<file path="config.mk">
export PLATFORM = sky130hd
export DESIGN_NAME = sram_seq_ctrl
export DESIGN_NICKNAME = d
export VERILOG_FILES = /design/src/rtl/sram_seq_pkg.sv /design/src/rtl/sram_seq_timer.sv /design/src/rtl/sram_seq_fsm.sv /design/src/rtl/sram_seq_datapath.sv /design/src/rtl/sram_seq_ctrl.sv
export SDC_FILE = /design/constraint.sdc
export NUM_CORES = 1
export LEC_CHECK = 0
export CAP_MARGIN = 10
export CORE_ASPECT_RATIO = 1.5
export CORE_MARGIN = 3
export CORE_UTILIZATION = 30
export DETAILED_ROUTE_END_ITERATION = 16
export GPL_TIMING_DRIVEN = 0
export SETUP_SLACK_MARGIN = 0.2
export SLEW_MARGIN = 20
export SYNTH_ARGS = -nofsm -noshare
export SYNTH_HDL_FRONTEND = slang
export SYNTH_SLANG_ARGS = --single-unit
export TNS_END_PERCENT = 100
</file>
<file path="constraint.sdc">
create_clock -name clk -period 1.9 [get_ports clk]
set_clock_uncertainty 0.2 [all_clocks]
set_input_delay 0.38 -clock clk [delete_from_list [all_inputs] [get_ports clk]]
set_output_delay 0.38 -clock clk [all_outputs]
set_load 0.03 [all_outputs]
</file>
<file path="src/rtl/sram_seq_pkg.sv">
package sram_seq_pkg;

  typedef enum logic [2:0] {
    ST_IDLE = 3'd0,
    ST_RD   = 3'd1,
    ST_TURN = 3'd2,
    ST_WR   = 3'd3,
    ST_WEND = 3'd4
  } seq_state_t;

  function automatic int max2(input int a, input int b);
    return (a > b) ? a : b;
  endfunction

endpackage

</file>
<file path="src/rtl/sram_seq_timer.sv">
module sram_seq_timer #(
  parameter int CNT_W = 3
) (
  input  logic             clk,
  input  logic             rst_n,
  input  logic             load,
  input  logic [CNT_W-1:0] load_val,
  output logic             zero
);

  logic [CNT_W-1:0] cnt_q, cnt_d;
  logic             cnt_en;

  assign zero   = (cnt_q == '0);
  assign cnt_en = load | ~zero;

  always_comb begin
    if (load) cnt_d = load_val;
    else      cnt_d = cnt_q - 1'b1;
  end

  always_ff @(posedge clk or negedge rst_n) begin
    if (!rst_n)      cnt_q <= '0;
    else if (cnt_en) cnt_q <= cnt_d;
  end

endmodule

</file>
<file path="src/rtl/sram_seq_fsm.sv">
module sram_seq_fsm
  import sram_seq_pkg::*;
#(
  parameter int RD_WAIT_CYC = 1,
  parameter int WE_LOW_CYC  = 1,
  parameter int TURN_CYC    = 1,
  parameter int CNT_W       = 3
) (
  input  logic             clk,
  input  logic             rst_n,
  input  logic             req,
  input  logic             req_we,
  input  logic             tmr_zero,
  output logic             accept,
  output logic             capture,
  output logic             tmr_load,
  output logic [CNT_W-1:0] tmr_val,
  output logic             ce_n,
  output logic             we_n,
  output logic             oe_n,
  output logic             dq_oe,
  output logic             rdy
);

  localparam logic [CNT_W-1:0] RD_LOAD = CNT_W'(RD_WAIT_CYC - 1);
  localparam logic [CNT_W-1:0] WR_LOAD = CNT_W'(WE_LOW_CYC - 1);
  localparam logic [CNT_W-1:0] TN_LOAD = CNT_W'(TURN_CYC - 1);

  seq_state_t st_q, st_d;
  logic       rdy_d;
  logic       ce_n_d, we_n_d, oe_n_d, dq_oe_d;

  // next-state process
  always_comb begin
    st_d     = st_q;
    accept   = 1'b0;
    capture  = 1'b0;
    tmr_load = 1'b0;
    tmr_val  = '0;
    rdy_d    = 1'b0;
    unique case (st_q)
      ST_IDLE: begin
        if (req) begin
          accept   = 1'b1;
          tmr_load = 1'b1;
          if (req_we) begin
            st_d    = ST_WR;
            tmr_val = WR_LOAD;
          end else begin
            st_d    = ST_RD;
            tmr_val = RD_LOAD;
          end
        end
      end
      ST_RD: begin
        if (tmr_zero) begin
          capture  = 1'b1;
          rdy_d    = 1'b1;
          tmr_load = 1'b1;
          tmr_val  = TN_LOAD;
          st_d     = ST_TURN;
        end
      end
      ST_TURN: begin
        if (tmr_zero) st_d = ST_IDLE;
      end
      ST_WR: begin
        if (tmr_zero) begin
          rdy_d = 1'b1;
          st_d  = ST_WEND;
        end
      end
      ST_WEND: st_d = ST_IDLE;
      default: st_d = ST_IDLE;
    endcase
  end

  // strobes follow the state being entered, so they leave a register
  always_comb begin
    ce_n_d  = ~((st_d == ST_RD) | (st_d == ST_WR));
    oe_n_d  = ~(st_d == ST_RD);
    we_n_d  = ~(st_d == ST_WR);
    dq_oe_d = (st_d == ST_WR) | (st_d == ST_WEND);
  end

  // register process
  always_ff @(posedge clk or negedge rst_n) begin
    if (!rst_n) begin
      st_q  <= ST_IDLE;
      ce_n  <= 1'b1;
      we_n  <= 1'b1;
      oe_n  <= 1'b1;
      dq_oe <= 1'b0;
      rdy   <= 1'b0;
    end else begin
      st_q  <= st_d;
      ce_n  <= ce_n_d;
      we_n  <= we_n_d;
      oe_n  <= oe_n_d;
      dq_oe <= dq_oe_d;
      rdy   <= rdy_d;
    end
  end

endmodule

</file>
<file path="src/rtl/sram_seq_datapath.sv">
module sram_seq_datapath #(
  parameter int ADDR_W = 16,
  parameter int DATA_W = 4
) (
  input  logic              clk,
  input  logic              rst_n,
  input  logic              accept,
  input  logic              capture,
  input  logic [ADDR_W-1:0] req_addr,
  input  logic [DATA_W-1:0] req_wdata,
  input  logic [DATA_W-1:0] dq_in,
  output logic [ADDR_W-1:0] addr_out,
  output logic [DATA_W-1:0] dq_out,
  output logic [DATA_W-1:0] rdata
);

  logic [ADDR_W-1:0] addr_q;
  logic [DATA_W-1:0] wdata_q, rdata_q;

  always_ff @(posedge clk or negedge rst_n) begin
    if (!rst_n) begin
      addr_q  <= '0;
      wdata_q <= '0;
    end else if (accept) begin
      addr_q  <= req_addr;
      wdata_q <= req_wdata;
    end
  end

  always_ff @(posedge clk or negedge rst_n) begin
    if (!rst_n)       rdata_q <= '0;
    else if (capture) rdata_q <= dq_in;
  end

  assign addr_out = addr_q;
  assign dq_out   = wdata_q;
  assign rdata    = rdata_q;

endmodule

</file>
<file path="src/rtl/sram_seq_ctrl.sv">
module sram_seq_ctrl
  import sram_seq_pkg::*;
#(
  parameter int ADDR_W       = 16,
  parameter int DATA_W       = 4,
  parameter int RD_WAIT_CYC  = 1,
  parameter int WR_PULSE_CYC = 1,
  parameter int WR_SETUP_CYC = 1,
  parameter int TURN_CYC     = 1
) (
  input  logic              clk,
  input  logic              rst_n,
  input  logic              host_req,
  input  logic              host_we,
  input  logic [ADDR_W-1:0] host_addr,
  input  logic [DATA_W-1:0] host_wdata,
  output logic              host_rdy,
  output logic [DATA_W-1:0] host_rdata,
  output logic              mem_ce_n,
  output logic              mem_we_n,
  output logic              mem_oe_n,
  output logic [ADDR_W-1:0] mem_addr,
  output logic [DATA_W-1:0] mem_dq_o,
  output logic              mem_dq_oe,
  input  logic [DATA_W-1:0] mem_dq_i
);

  localparam int WE_LOW_CYC = max2(WR_PULSE_CYC, WR_SETUP_CYC);
  localparam int MAX_CYC    = max2(max2(RD_WAIT_CYC, WE_LOW_CYC), TURN_CYC);
  localparam int CNT_W      = $clog2(MAX_CYC + 1);

  logic [1:0]       rst_sync_q;
  logic             rst_int_n;
  logic             accept, capture, tmr_load, tmr_zero;
  logic [CNT_W-1:0] tmr_val;

  // asynchronous assert, synchronous release
  always_ff @(posedge clk or negedge rst_n) begin
    if (!rst_n) rst_sync_q <= 2'b00;
    else        rst_sync_q <= {rst_sync_q[0], 1'b1};
  end
  assign rst_int_n = rst_sync_q[1];

  sram_seq_timer #(.CNT_W(CNT_W)) u_timer (
    .clk      (clk),
    .rst_n    (rst_int_n),
    .load     (tmr_load),
    .load_val (tmr_val),
    .zero     (tmr_zero)
  );

  sram_seq_fsm #(
    .RD_WAIT_CYC (RD_WAIT_CYC),
    .WE_LOW_CYC  (WE_LOW_CYC),
    .TURN_CYC    (TURN_CYC),
    .CNT_W       (CNT_W)
  ) u_fsm (
    .clk      (clk),
    .rst_n    (rst_int_n),
    .req      (host_req),
    .req_we   (host_we),
    .tmr_zero (tmr_zero),
    .accept   (accept),
    .capture  (capture),
    .tmr_load (tmr_load),
    .tmr_val  (tmr_val),
    .ce_n     (mem_ce_n),
    .we_n     (mem_we_n),
    .oe_n     (mem_oe_n),
    .dq_oe    (mem_dq_oe),
    .rdy      (host_rdy)
  );

  sram_seq_datapath #(.ADDR_W(ADDR_W), .DATA_W(DATA_W)) u_dp (
    .clk       (clk),
    .rst_n     (rst_int_n),
    .accept    (accept),
    .capture   (capture),
    .req_addr  (host_addr),
    .req_wdata (host_wdata),
    .dq_in     (mem_dq_i),
    .addr_out  (mem_addr),
    .dq_out    (mem_dq_o),
    .rdata     (host_rdata)
  );

endmodule

</file>
After elaboration in Yosys (flattened, before gate mapping)
Cells that the tools add are included.

Add/sub/neg operators: 1. Eq/ne operators: 6. Mux-type cells: 13. Bitwise logic cells: 6. Reduce and logical (&&, ||, !) cells: 2.

Operators with widths (number): $mux 3 (4); $pmux 3 s4 (1); $eq 3x2->1 const B (3); $eq 3x1->1 const B (2); $mux 1 (6); $eq 3x3->1 const B (1); $logic_not 3->1 (1); $not 1->1 (3); $or 1x1->1 (3); $mux 2 (1); $pmux 1 s2 (1); $reduce_or 2->1 (1); $sub 1x1->1 const B (1).

Bits in registers: 35. Output and inout bits: 29. Word-level logic and storage cells: 39.

Depth between registers and ports, before layout
Word-level depth: 6. Gate-level depth with buffers: 4.

Hierarchy
Synthesis repeated with hierarchy kept, for this count alone.

Cell total of the unflattened synthesis: 91. Area, all modules: 1456.4 um^2.

By module, submodules not included: sram_seq_datapath (instances 1, cells each 50, area each 968.4 um^2, seq. area each 600.6 um^2); sram_seq_fsm (instances 1, cells each 35, area each 399.1 um^2, seq. area each 203.9 um^2); sram_seq_ctrl (instances 1, cells each 3, area each 53.8 um^2, seq. area each 50.0 um^2); sram_seq_timer (instances 1, cells each 3, area each 35.0 um^2, seq. area each 25.0 um^2).

Worst setup path before layout
No wires, ideal clock.

Path type: register to register. Start: register u_fsm.st_q[0]. End: register u_dp.addr_q[0], in the netlist u_dp.addr_out[0]. Setup time: 0.125 ns. Arrival time: 1.289 ns. Required time: 1.575 ns. Setup slack: 0.286 ns. Cell stages (with the launch flop): 5. Path buffers: 2. Cells stage by stage: dfrtp_1 > buf_6 > nor4b_4 > buf_6 > mux2_2.

Longest elaborated chain between the ends: 2.

Ends and longest elaborated chain: start: declaration (line sram_seq_fsm.sv:29) `seq_state_t st_q, st_d;`; start signal: assignment (line sram_seq_fsm.sv:96) `st_q <= st_d;`; $logic_not 3->1 (line sram_seq_fsm.sv:41) `unique case (st_q)`; $mux 1 (line sram_seq_fsm.sv:41); end signal: assignment (line sram_seq_datapath.sv:25) `addr_q <= req_addr;`; end: declaration (line sram_seq_datapath.sv:17) `logic [ADDR_W-1:0] addr_q;`.

Every way passes these cells. A chain may end at the register's enable or synchronous reset.

Final worst setup path
Start: register u_fsm.st_q[0]. End: register u_dp.addr_q[6], in the netlist u_dp.addr_out[6].

Same word-level chain as after synthesis.

==> results.toml <==
[finish]
fillCellCount = 401
antennaDiodeCount = 0
fin_util = 0.500
layout_common_cells = "dfrtp_1 (31), dlygate4sd2_1 (27), clkdlybuf4s50_1 (26)"
syn_to_final_growth_pct = 58.5
final_common_cell = "dfrtp_1"
drive_gt1_frac = 0.338
fin_cells = 200
fin_area_mm2 = 0.00216
finalNetCount = 181

[cts]
cts_hold_buffers = 0
cts.sinks = 35
clk_pin_slew_ns = 0.07
worstSkewPairLatency_ns = 0.28
htreeDepth = 2
cts_tree = "done"
cts_root_buffer = "clkbuf_8"
cts_max_path_buffers = 2
numCtsBuffers = 5

[placed_design]
placed_area_mm2 = 0.00198
io_buffers = 56
dp_hpwl_um = 2040
gp_congestion = 0.628
pre_cts_ws_ns = -0.152
dp.cells = 186

[sta]
setup_slack_ns = 0.210
max_freq_mhz = 592
final-max-slew-violation-count = 0
period_needed_ns = 1.69
hold_viol = 0
rsz0062_at_grt = "true"
worstMarginPinSlew_ns = 0.714
relSlewSlack = 0.524
post-route-period-util = 0.889
finalSetupViolCount = 0
whs_ns = 0.0638
fin_tns_setup_ns = 0

[pwr]
power_density_mw_per_mm2 = 1760
design_power_total_mw = 3.80
ir_drop_mv = 0.802
cellLeakagePower_nw = 0.996

[synthesis]
synth-seq-cells = 35
yosysSeqAreaShare = 0.646
synthesis.nets = 112
synth.cell_area_mm2 = 0.00136
ys_types = 18
syn_inst = 84
syn_avg_cell_area_um2 = 16.2
synth_warnings = 0

[global_routing]
grt_max_degree = 34
overflow = 0
grt_first_pass_wirelength_um = 4730
grt_usage = 0.122
grt_pass1_vias = 990
antenna_found_initial = 0

[floorplanning]
dieWidth_um = 61.0
die_h_um = 88.5
die-area_mm2 = 0.00540
start_util = 0.316
rows = 29
coreArea_mm2 = 0.00432
ios = 57

[route]
drc = 0
viasPerCell = 4.60
first_pass_iters = 2
wire_per_inst_um = 15.0
first_iter_violations = 17
wirelength_um = 3010
postRouteAntennaNets = 0
vias = 919

[setup_path]
path_class = "reg2reg"
r2r_end = "u_dp.addr_out[6]"
r2r_slack_ns = 0.21
critical_path_peak_fanout = 5
r2r_start = "u_fsm.st_q[0]"
endpoint_kind = "flop"
cp-startpoint = "u_fsm.st_q[0]"
critPathLaunchType = "flop"
cp.arrival_ns = 1.66
worst-endpoint-required_ns = 1.87
rr_worst_depth = 5
critPathCapture = "u_dp.addr_out[6]"

[run]
cap_violations = 0

[min_path]
holdCritPathClass = "in2async"

[run_status]
status = "finished, final reports clean"
[worst max-delay path, cell delays in order, from the launching register on]
cell     delay [ns]
dfrtp_1        0.37
buf_6          0.12
nor4b_4        0.27
buf_6          0.16
buf_6          0.12
mux2_2         0.33
[state kept, by name (all words and copies together), names as in the netlist, 2 cells and up]
| signal | count |
|---|---|
| rst_sync_q | 2 |
| u_dp.addr_out | 16 |
| u_dp.dq_out | 4 |
| u_dp.rdata | 4 |
| u_fsm.st_q | 3 |
[power by group]
part           leakage (nW)  switching [mW]  total, mW  internal, mW
clock network        0.0422           0.251      0.508         0.257
registers             0.413           0.158       1.25          1.09
logic                 0.541            1.07       2.04         0.972
[worst min-delay path by stage]
| stage | from | end | slack [ns] |
|---|---|---|---|
| floorplan | rst_n | rst_sync_q[0] | -0.12 |
| global placement | rst_sync_q[0] | rst_sync_q[1] | 0.14 |
| detailed placement | rst_sync_q[0] | rst_sync_q[1] | 0.15 |
| CTS | rst_n | rst_sync_q[0] | 0.05 |
| global route | rst_n | rst_sync_q[0] | 0.04 |
| finish | rst_n | rst_sync_q[0] | 0.06 |
[cells by family (layout without fill, tap and decap cells)]
family / count (synthesis) / count (layout) / share of synthesized area
flip-flops: 35 / 35 / 0.646
multiplexers: 24 / 24 / 0.198
AND/OR/NAND/NOR: 12 / 12 / 0.0845
AO/OA/AOI/OAI: 6 / 6 / 0.0294
buffers and inverters: 5 / 75 / 0.0367
other: 2 / 2 / 0.00551
[cell usage after synthesis]
library cell,n,area [um^2]
dfrtp_1,32,801
mux2_2,24,270
buf_6,4,45.0
dfstp_2,3,78.8
nand2_1,3,11.3
a21o_1,2,15.0
a21oi_1,2,10.0
conb_1,2,7.51
nor4b_4,2,47.6
or3b_2,2,17.5
a211o_1,1,8.76
a31oi_1,1,6.26
and2_1,1,6.26
buf_2,1,5.00
nand3_1,1,5.00
nand4bb_1,1,11.3
nor3b_1,1,7.51
or3b_1,1,8.76
[final cells by class]
class                      instances  area (um^2)  share of cell area
tap                               46         57.6              0.0267
sequential                        35          881               0.408
clock buffer                       7         76.3              0.0353
buffer                             5         60.1              0.0278
multi-input combinational         44          497               0.230
clock inverter                     1         5.00             0.00232
timing repair buffer              62          583               0.270
[metal layers]
| layer | up-vias | share of wire | GRT usage |
|---|---|---|---|
| li1 | 427 | - | - |
| met1 | 455 | 0.38 | 0.133 |
| met2 | 31 | 0.54 | 0.202 |
| met3 | 6 | 0.058 | 0.0453 |
| met4 | 0 | 0.017 | 0.0592 |
| met5 | - | 0 | 0 |
[timing repair]
item	in CTS	in global routing
buffers inserted	4	0
setup endpoints to repair	49	29
pin swaps	0	2
gates resized for setup	39	24
gates cloned	2	0
No activity file was read; power rests on OpenSTA's default activity.
